--- config.mk ---
export PLATFORM = sky130hd
export DESIGN_NAME = vit_acs_trellis
export DESIGN_NICKNAME = d
export VERILOG_FILES = /design/src/rtl/vit_acs_pkg.sv /design/src/rtl/vit_acs_ctrl.sv /design/src/rtl/vit_acs_cell.sv /design/src/rtl/vit_acs_trellis.sv
export SDC_FILE = /design/constraint.sdc
export NUM_CORES = 2
export LEC_CHECK = 0
export BUFFER_PORTS_ARGS = -buffer_cell sky130_fd_sc_hd__buf_2
export CAP_MARGIN = 20
export CORE_ASPECT_RATIO = 0.7
export CORE_MARGIN = 2
export CORE_UTILIZATION = 50
export DETAILED_ROUTE_END_ITERATION = 6
export PLACE_DENSITY = 0.65
export SLEW_MARGIN = 40
export SYNTH_ARGS = -nofsm -noshare
export SYNTH_HDL_FRONTEND = slang
export SYNTH_SLANG_ARGS = --single-unit
--- constraint.sdc ---
create_clock -name clk -period 12.5 [get_ports clk]
set_input_delay 1.25 -clock clk [delete_from_list [all_inputs] [get_ports clk]]
set_output_delay 1.25 -clock clk [all_outputs]
set_load 0.005 [all_outputs]
--- src/rtl/vit_acs_pkg.sv ---
package vit_acs_pkg;

    localparam int unsigned SYM_CNT = 4;

    typedef enum logic [0:0] {
        ST_START = 1'b0,
        ST_RUN   = 1'b1
    } trellis_phase_e;

    // Code-bit pair carried by the branch that enters state ns from the
    // predecessor whose oldest bit is b. The shift register is {ns, b}.
    function automatic logic [1:0] branch_sym(
        input int unsigned ns,
        input int unsigned b,
        input int unsigned g0,
        input int unsigned g1
    );
        logic [31:0] shreg;
        logic        c0;
        logic        c1;
        shreg = (32'(ns) << 1) | 32'(b & 1);
        c0    = ^(shreg & 32'(g0));
        c1    = ^(shreg & 32'(g1));
        return {c0, c1};
    endfunction

endpackage

--- src/rtl/vit_acs_ctrl.sv ---
module vit_acs_ctrl
    import vit_acs_pkg::*;
(
    input  logic           clk,
    input  logic           srst,
    input  logic           sym_valid,
    output trellis_phase_e phase_o,
    output logic           from_zero_only,
    output logic           stage_end
);

    trellis_phase_e phase_q;
    trellis_phase_e phase_d;

    // Phase register
    always_ff @(posedge clk) begin
        phase_q <= phase_d;
    end

    // Next phase and phase-dependent outputs
    always_comb begin
        phase_d        = phase_q;
        from_zero_only = 1'b0;
        unique case (phase_q)
            ST_START: begin
                from_zero_only = 1'b1;
                if (sym_valid) phase_d = ST_RUN;
            end
            ST_RUN: begin
                from_zero_only = 1'b0;
            end
            default: phase_d = ST_START;
        endcase
        if (srst) phase_d = ST_START;
    end

    assign stage_end = srst & sym_valid;
    assign phase_o   = phase_q;

    // a restricted start stage hands over to unrestricted running
    p_start_to_run_r9: assert property (@(posedge clk) disable iff (srst)
        (phase_q == ST_START && sym_valid) |=> (phase_q == ST_RUN));

endmodule

--- src/rtl/vit_acs_cell.sv ---
module vit_acs_cell #(
    parameter int PM_W = 10,
    parameter int BM_W = 4,
    parameter int PEN  = 96
) (
    input  logic [PM_W-1:0] pm_a,
    input  logic [PM_W-1:0] pm_b,
    input  logic [BM_W-1:0] bm_a,
    input  logic [BM_W-1:0] bm_b,
    input  logic            block_a,
    input  logic            block_b,
    output logic [PM_W-1:0] pm_nxt,
    output logic            pick_b
);

    logic [PM_W-1:0] cand_a;
    logic [PM_W-1:0] cand_b;
    logic [PM_W-1:0] diff;

    always_comb begin
        cand_a = block_a ? PM_W'(PEN) : pm_a + PM_W'(bm_a);
        cand_b = block_b ? PM_W'(PEN) : pm_b + PM_W'(bm_b);
        // Modular compare: the sign of the wrapped difference decides
        diff   = cand_b - cand_a;
        pick_b = diff[PM_W-1];
        pm_nxt = pick_b ? cand_b : cand_a;
    end

endmodule

--- src/rtl/vit_acs_trellis.sv ---
module vit_acs_trellis
    import vit_acs_pkg::*;
#(
    parameter int K    = 7,
    parameter int BM_W = 4,
    parameter int G0   = 'o171,
    parameter int G1   = 'o133
) (
    input  logic                          clk,
    input  logic                          srst,
    input  logic                          sym_valid,
    input  logic [SYM_CNT*BM_W-1:0]       bm_i,
    output logic [(1<<(K-1))-1:0]         dec_o,
    output logic                          dec_valid_o
);

    localparam int N_ST = 1 << (K - 1);
    localparam int PEN  = (K - 1) << BM_W;
    localparam int PM_W = BM_W + $clog2(K - 1) + 3;

    trellis_phase_e            phase;
    logic                      from_zero_only;
    logic                      stage_end;
    logic [N_ST-1:0][PM_W-1:0] pm_q;
    logic [N_ST-1:0][PM_W-1:0] pm_nxt;
    logic [N_ST-1:0]           pick;
    logic [N_ST-1:0]           end_mask;

    vit_acs_ctrl u_ctrl (
        .clk            (clk),
        .srst           (srst),
        .sym_valid      (sym_valid),
        .phase_o        (phase),
        .from_zero_only (from_zero_only),
        .stage_end      (stage_end)
    );

    for (genvar s = 0; s < N_ST; s++) begin : g_state
        localparam int         PA    = (2 * s) % N_ST;
        localparam int         PB    = PA + 1;
        localparam logic [1:0] SYM_A = branch_sym(s, 0, G0, G1);
        localparam logic [1:0] SYM_B = branch_sym(s, 1, G0, G1);

        vit_acs_cell #(
            .PM_W (PM_W),
            .BM_W (BM_W),
            .PEN  (PEN)
        ) u_cell (
            .pm_a    (pm_q[PA]),
            .pm_b    (pm_q[PB]),
            .bm_a    (bm_i[int'(SYM_A)*BM_W +: BM_W]),
            .bm_b    (bm_i[int'(SYM_B)*BM_W +: BM_W]),
            .block_a (from_zero_only && (PA != 0)),
            .block_b (from_zero_only),
            .pm_nxt  (pm_nxt[s]),
            .pick_b  (pick[s])
        );
    end

    assign end_mask = {{(N_ST-1){~stage_end}}, 1'b1};

    // Path metrics: cleared on restart, advanced on each accepted stage
    always_ff @(posedge clk) begin
        if (srst) begin
            pm_q <= '0;
        end else if (sym_valid) begin
            pm_q <= pm_nxt;
        end
    end

    // Decision vector register
    always_ff @(posedge clk) begin
        dec_valid_o <= sym_valid;
        if (sym_valid) begin
            dec_o <= pick & end_mask;
        end
    end

    // a stage yields decisions one cycle later
    p_valid_follows_r4: assert property (@(posedge clk) disable iff (srst)
        sym_valid |=> dec_valid_o);

    // no stage, no decisions
    p_quiet_follows_r4: assert property (@(posedge clk) disable iff (srst)
        !sym_valid |=> !dec_valid_o);

    // idle cycles leave the metrics alone
    p_hold_metrics_r5: assert property (@(posedge clk) disable iff (srst)
        !sym_valid |=> $stable(pm_q));

    // the first stage after a restart only leaves state zero
    p_start_zero_r6: assert property (@(posedge clk) disable iff (srst)
        (phase == ST_START && sym_valid) |=> (dec_o == '0));

endmodule

# Word level (Yosys, flattened, before mapping)
# Index checks and enable logic that the tools add are counted.
# word_totals
register_bits	706
wordCells	456
output_inout_bits	65
# classes
muxes	193
bitwise	4
addsub	192
# ops
operator	n
2-to-1 mux 10 bit	190
adder 10 x 4 -> 10 bit	128
subtractor 10 bit	64
AND 64 bit	1
2-to-1 mux 1 bit	2
inverter 1 bit	2
case mux 1 bit (2 select lines)	1
AND 1 bit	1

# Longest topological paths before layout
# depth
depth_word	5
ltp_mapped	20

# Cells and area by module
# From an unflattened synthesis, not the netlist that was laid out.
# unflattened
cells_unflattened	10269
hier_area_um2	88293.4
# modules_own_cells
mod	n_inst	cells_each	area_per_inst_um2
vit_acs_cell (g_state[0].u_cell ...)	63	126	977.2
vit_acs_trellis	1	2197	25620.8
vit_acs_cell (g_state[36].u_cell)	1	130	1068.5
vit_acs_ctrl	1	4	41.3

# Worst setup path after synthesis
# OpenSTA, ideal clock, no wires.
# synth_path
kind	input-to-reg
from	input port bm_i[5]
to	register pm_q[136] in the netlist's numbering
n_path_buf	1
required_time_ns	12.383
arrival_ns	5.680
setup_ns	0.117
path_slack_ns	6.702
path_stages	16
cell_sequence	inv_1 fa_1 nor2b_1 o21ai_0 and2_1 xnor2_1 nand2_1 ha_1 a41o_1 o311a_1 o2111a_1 or3_1 nor3b_1 buf_2 or3_1 a32o_1
# synth_between
elab_chain_cells	4
# synth_rtl
element	line	source
from (decl)	vit_acs_trellis.sv:12	input logic [SYM_CNT*BM_W-1:0] bm_i,
adder 10 x 4 -> 10 bit *	vit_acs_cell.sv:21	cand_a = block_a ? PM_W'(PEN) : pm_a + PM_W'(bm_a);
2-to-1 mux 10 bit *	vit_acs_cell.sv:21	
subtractor 10 bit	vit_acs_cell.sv:24	diff = cand_b - cand_a;
2-to-1 mux 10 bit *	vit_acs_cell.sv:26	pm_nxt = pick_b ? cand_b : cand_a;
to (signal assigned)	vit_acs_trellis.sv:67	pm_q <= pm_nxt;
to (decl)	vit_acs_trellis.sv:24	logic [N_ST-1:0][PM_W-1:0] pm_q;
# Mark *: on every way between the ends. The rest lies on a longest branch, timed or not.
# A chain may end at the register's enable or synchronous reset.

# Worst setup path after layout
# layout_path
from	input port bm_i[8]
to	register dec_o[13], data pin
# layout_between
elab_chain_cells	4
# layout_rtl
element	line	source
adder 10 x 4 -> 10 bit	vit_acs_cell.sv:22	cand_b = block_b ? PM_W'(PEN) : pm_b + PM_W'(bm_b);
2-to-1 mux 10 bit	vit_acs_cell.sv:22	
subtractor 10 bit	vit_acs_cell.sv:24	
AND 64 bit	vit_acs_trellis.sv:75	dec_o <= pick & end_mask;
to (signal assigned)	vit_acs_trellis.sv:75	
to (decl)	vit_acs_trellis.sv:13	output logic [(1<<(K-1))-1:0] dec_o,
# Every way passes these cells.

==> results.md <==
* Status: finished, violations left
* Failing checks: DRC
* CP Data Arrival Time at 7.02 ns
* Worst Path Required at 12.95 ns
* Max-cap viol count at 0
* Initial DRC Count at 8587
* CORE AREA at 158000 µm²
* Hold WS at 0.493 ns
* Clk buf depth at 3
* Final Hold Viols at 0
* Chip Height at approximately 340 µm
* Setup-failing EPs final at 0
* Share of layout cells above drive strength 1 at 5.80%
* Grt ovf at 0
* Synth area leaders: dfxtp_1 (16%), ha_1 (16%), nor2_1 (4.5%)
* Syn_nets at ~11000
* Critical Path Start Type: input port
* Hold depth at 2
* Synth top area share at 16.1%
* Number of gates resized after CTS at 0
* Max H-tree Level at 3
* Fmax at 152 MHz
* Antenna violations before repair at 13
* Number of cell rows at ~120
* RSZ-0062 raised after global routing: false
* Largest net degree at the start of global routing at 191
* Clk network pwr share at between 20% and 30%
* Slew HR at 38.9%
* Netlist cell types at 92
* Most instantiated cells after synthesis: ha_1 (1024), nor2_1 (963), nand2_1 (835), a21oi_1 (707), dfxtp_1 (642)
* Yosys warnings at 0
* Layer with the highest usage: met1
* CTS root buf: clkbuf_16
* Synthesized area at 79800 µm²
* Initial Utilization at just over 50%
* Combinational share of power at between 40% and 50%
* Synth Flop Type: dfxtp_1
* Multi-input gate area at 60900 µm²
* Initial DRT Pass Iterations at 7
* DP Wirelength at 218000 µm
* Final min period at 6.56 ns
* CTS hold repair buffers at 0
* Psw at 0.00551 W
* Seq/Total Area, Yosys at 18.5%
* Filler instances at 15000
* Mapped Cells at 10200
* Worst Hold Class: reg -> reg
* Fin Setup TNS at 0 ns
* Crit Path Category: in -> reg
* Sw frac at 44.5%
* Clk slew on worst S/H paths at 0.06 ns
* Ports at 84
* Vias in the first global route at 73000
* Ys async rst share at 0%
* Antenna Nets Post-Route at 0
* Via count of the routed design at about 79000
* Die width at 482 µm
* Met2 Usage GRT at between 40% and 50%
* CTS tree: built
* Final wirelength at 297000 µm
* Internal Power at 0.00687 W
* Routed WL per cell at 24.4 µm
* Post-Layout Cell Count at 12200
* Area Overhead vs Synth at 6.24%
* Clk_lat worst skew at 0.74 ns
* Cell accounting for the most synthesized area: dfxtp_1
* Vias per std cell at roughly 6.5
* Pre-CTS WS at around 5.4 ns
* CP Capture Type: flop
* DR DRC count at 4
* CP max FO at 21
* Post-CTS setup buffers at 0
* Slew @ Worst Pin at 0.916 ns
* PortBufs at 83
* Pwr per Cell Area at 146 nW/µm²
* Peak VDD IR at 0.113 mV
* Total GRT Usage at between 30% and 40%
* CTS sink count at 706
* GP Congestion at 0.972
* Met3 Use GR at 6.44%
* Number of synthesized flops with an enable pin at 64
* Total Power at 0.0124 W
* Flop pwr share at ~28%
* R2R depth at 12
* Syn_area_per_cell at ~8 µm²
* Die area at 163000 µm²
* Inst Count DP at 12000
* Top-count cell post-synth: ha_1
* Clock Skew at approximately 0.025 ns
* Met1 usage in global routing at a little over half
* Nets at between 10000 and 15000
* First-pass GRT wire length at 449000 µm
* Reg area at 14800 µm²
* Num CTS Buffers at 87
* Final worst slack at 5.94 ns
* Register bit count reported by yosys at 706
* Slew Limit Fails at 0
* Final Cycle Share at 52.5%
* LEAKAGE at 34.6 nW
## power groups by stage
stage | registers, W | logic [W] | clock network [W]
floorplan | 0.00308 | 0.00455 | 0
global placement | 0.00346 | 0.00571 | 0
detailed placement | 0.00346 | 0.00586 | 0
CTS | 0.00342 | 0.00591 | 0.00292
global route | 0.00349 | 0.00663 | 0.00300
finish | 0.00346 | 0.00603 | 0.00289
## stage by stage
stage,util (%),cell area [µm²]
2_1_floorplan,-,79800
3_3_place_gp,51.4,81400
3_5_place_dp,51.5,81500
4_1_cts,53.5,84700
5_1_grt,53.6,84800
6_report,53.6,84800
## cell type report
class	count	share of cell area [%]
Multi-Input combinational cell	8495	71.9
Inverter	527	2.36
Clock inverter	39	0.580
Sequential cell	706	17.4
Antenna cell	4	0.0118
Timing Repair Buffer	167	1.47
Clock buffer	125	3.17
Tap cell	2108	3.11
## layout by cell type, fill, tap and decap left out, drive strengths merged, types with 61 or more instances in the layout
| master | count |
|---|---|
| a2111oi | 110 |
| a211o | 126 |
| a211oi | 332 |
| a21o | 219 |
| a21oi | 721 |
| a311oi | 151 |
| a31oi | 61 |
| and2 | 73 |
| and3 | 264 |
| buf | 167 |
| clkbuf | 125 |
| dfxtp | 642 |
| edfxtp | 64 |
| fa | 128 |
| ha | 1024 |
| inv | 523 |
| mux2i | 103 |
| nand2 | 835 |
| nand2b | 89 |
| nand3 | 337 |
| nand3b | 65 |
| nand4 | 102 |
| nor2 | 963 |
| nor2b | 214 |
| nor3 | 352 |
| nor4 | 91 |
| o21a | 169 |
| o21ai | 569 |
| or2 | 162 |
| or3 | 185 |
| xnor2 | 379 |
| xor2 | 160 |
## cells by family (layout without fill, tap and decap cells)
| logic type | count (synthesis) | in the layout | synth area share, % |
|---|---|---|---|
| buf+inv | 1039 | 858 | 5.21 |
| mux | 142 | 142 | 1.85 |
| fa+ha+maj | 1152 | 1152 | 19.3 |
| flops | 706 | 706 | 18.5 |
| xor+xnor | 589 | 589 | 7.37 |
| other cells | 0 | 4 | 0 |
| compound gates | 2759 | 2759 | 23.8 |
| simple gates | 3853 | 3853 | 24.0 |
## path summary, 6_finish.rpt
kind | startpoint | endpoint | slack (ns)
setup / recovery | bm_i[8] | dec_o[13] | 5.94
hold / removal | pm_q[348] | pm_q[348] | 0.49
setup reg to reg | u_ctrl.phase_o | dec_o[13] | 6.74
hold reg to reg | pm_q[348] | pm_q[348] | 0.49
## worst max-delay path, stage by stage
cell	delay (ns)
buf_2	0.54
buf_4	0.66
ha_1	0.31
inv_1	0.06
fa_1	0.37
nor2b_1	0.19
o21ai_0	0.19
and3_1	0.24
nor3_1	0.63
ha_1	0.38
a41o_1	0.25
o311a_1	0.13
o2111a_1	0.26
or3_1	0.36
a21boi_1	0.65
or2_1	0.40
nor2_1	0.07
## flip-flops by register name (all words and copies together) (netlist names)
name and count:
u_ctrl.phase_o 1, dec_o 64, dec_valid_o 1, pm_q 640
## metal layers
layer  wire length [µm]  part of all wire (%)
met1             138000                    47
met2             119000                    40
met3              29900                    10
met4               9980                   3.4
met5                174                 0.059
No activity file was read; power rests on OpenSTA's default activity.
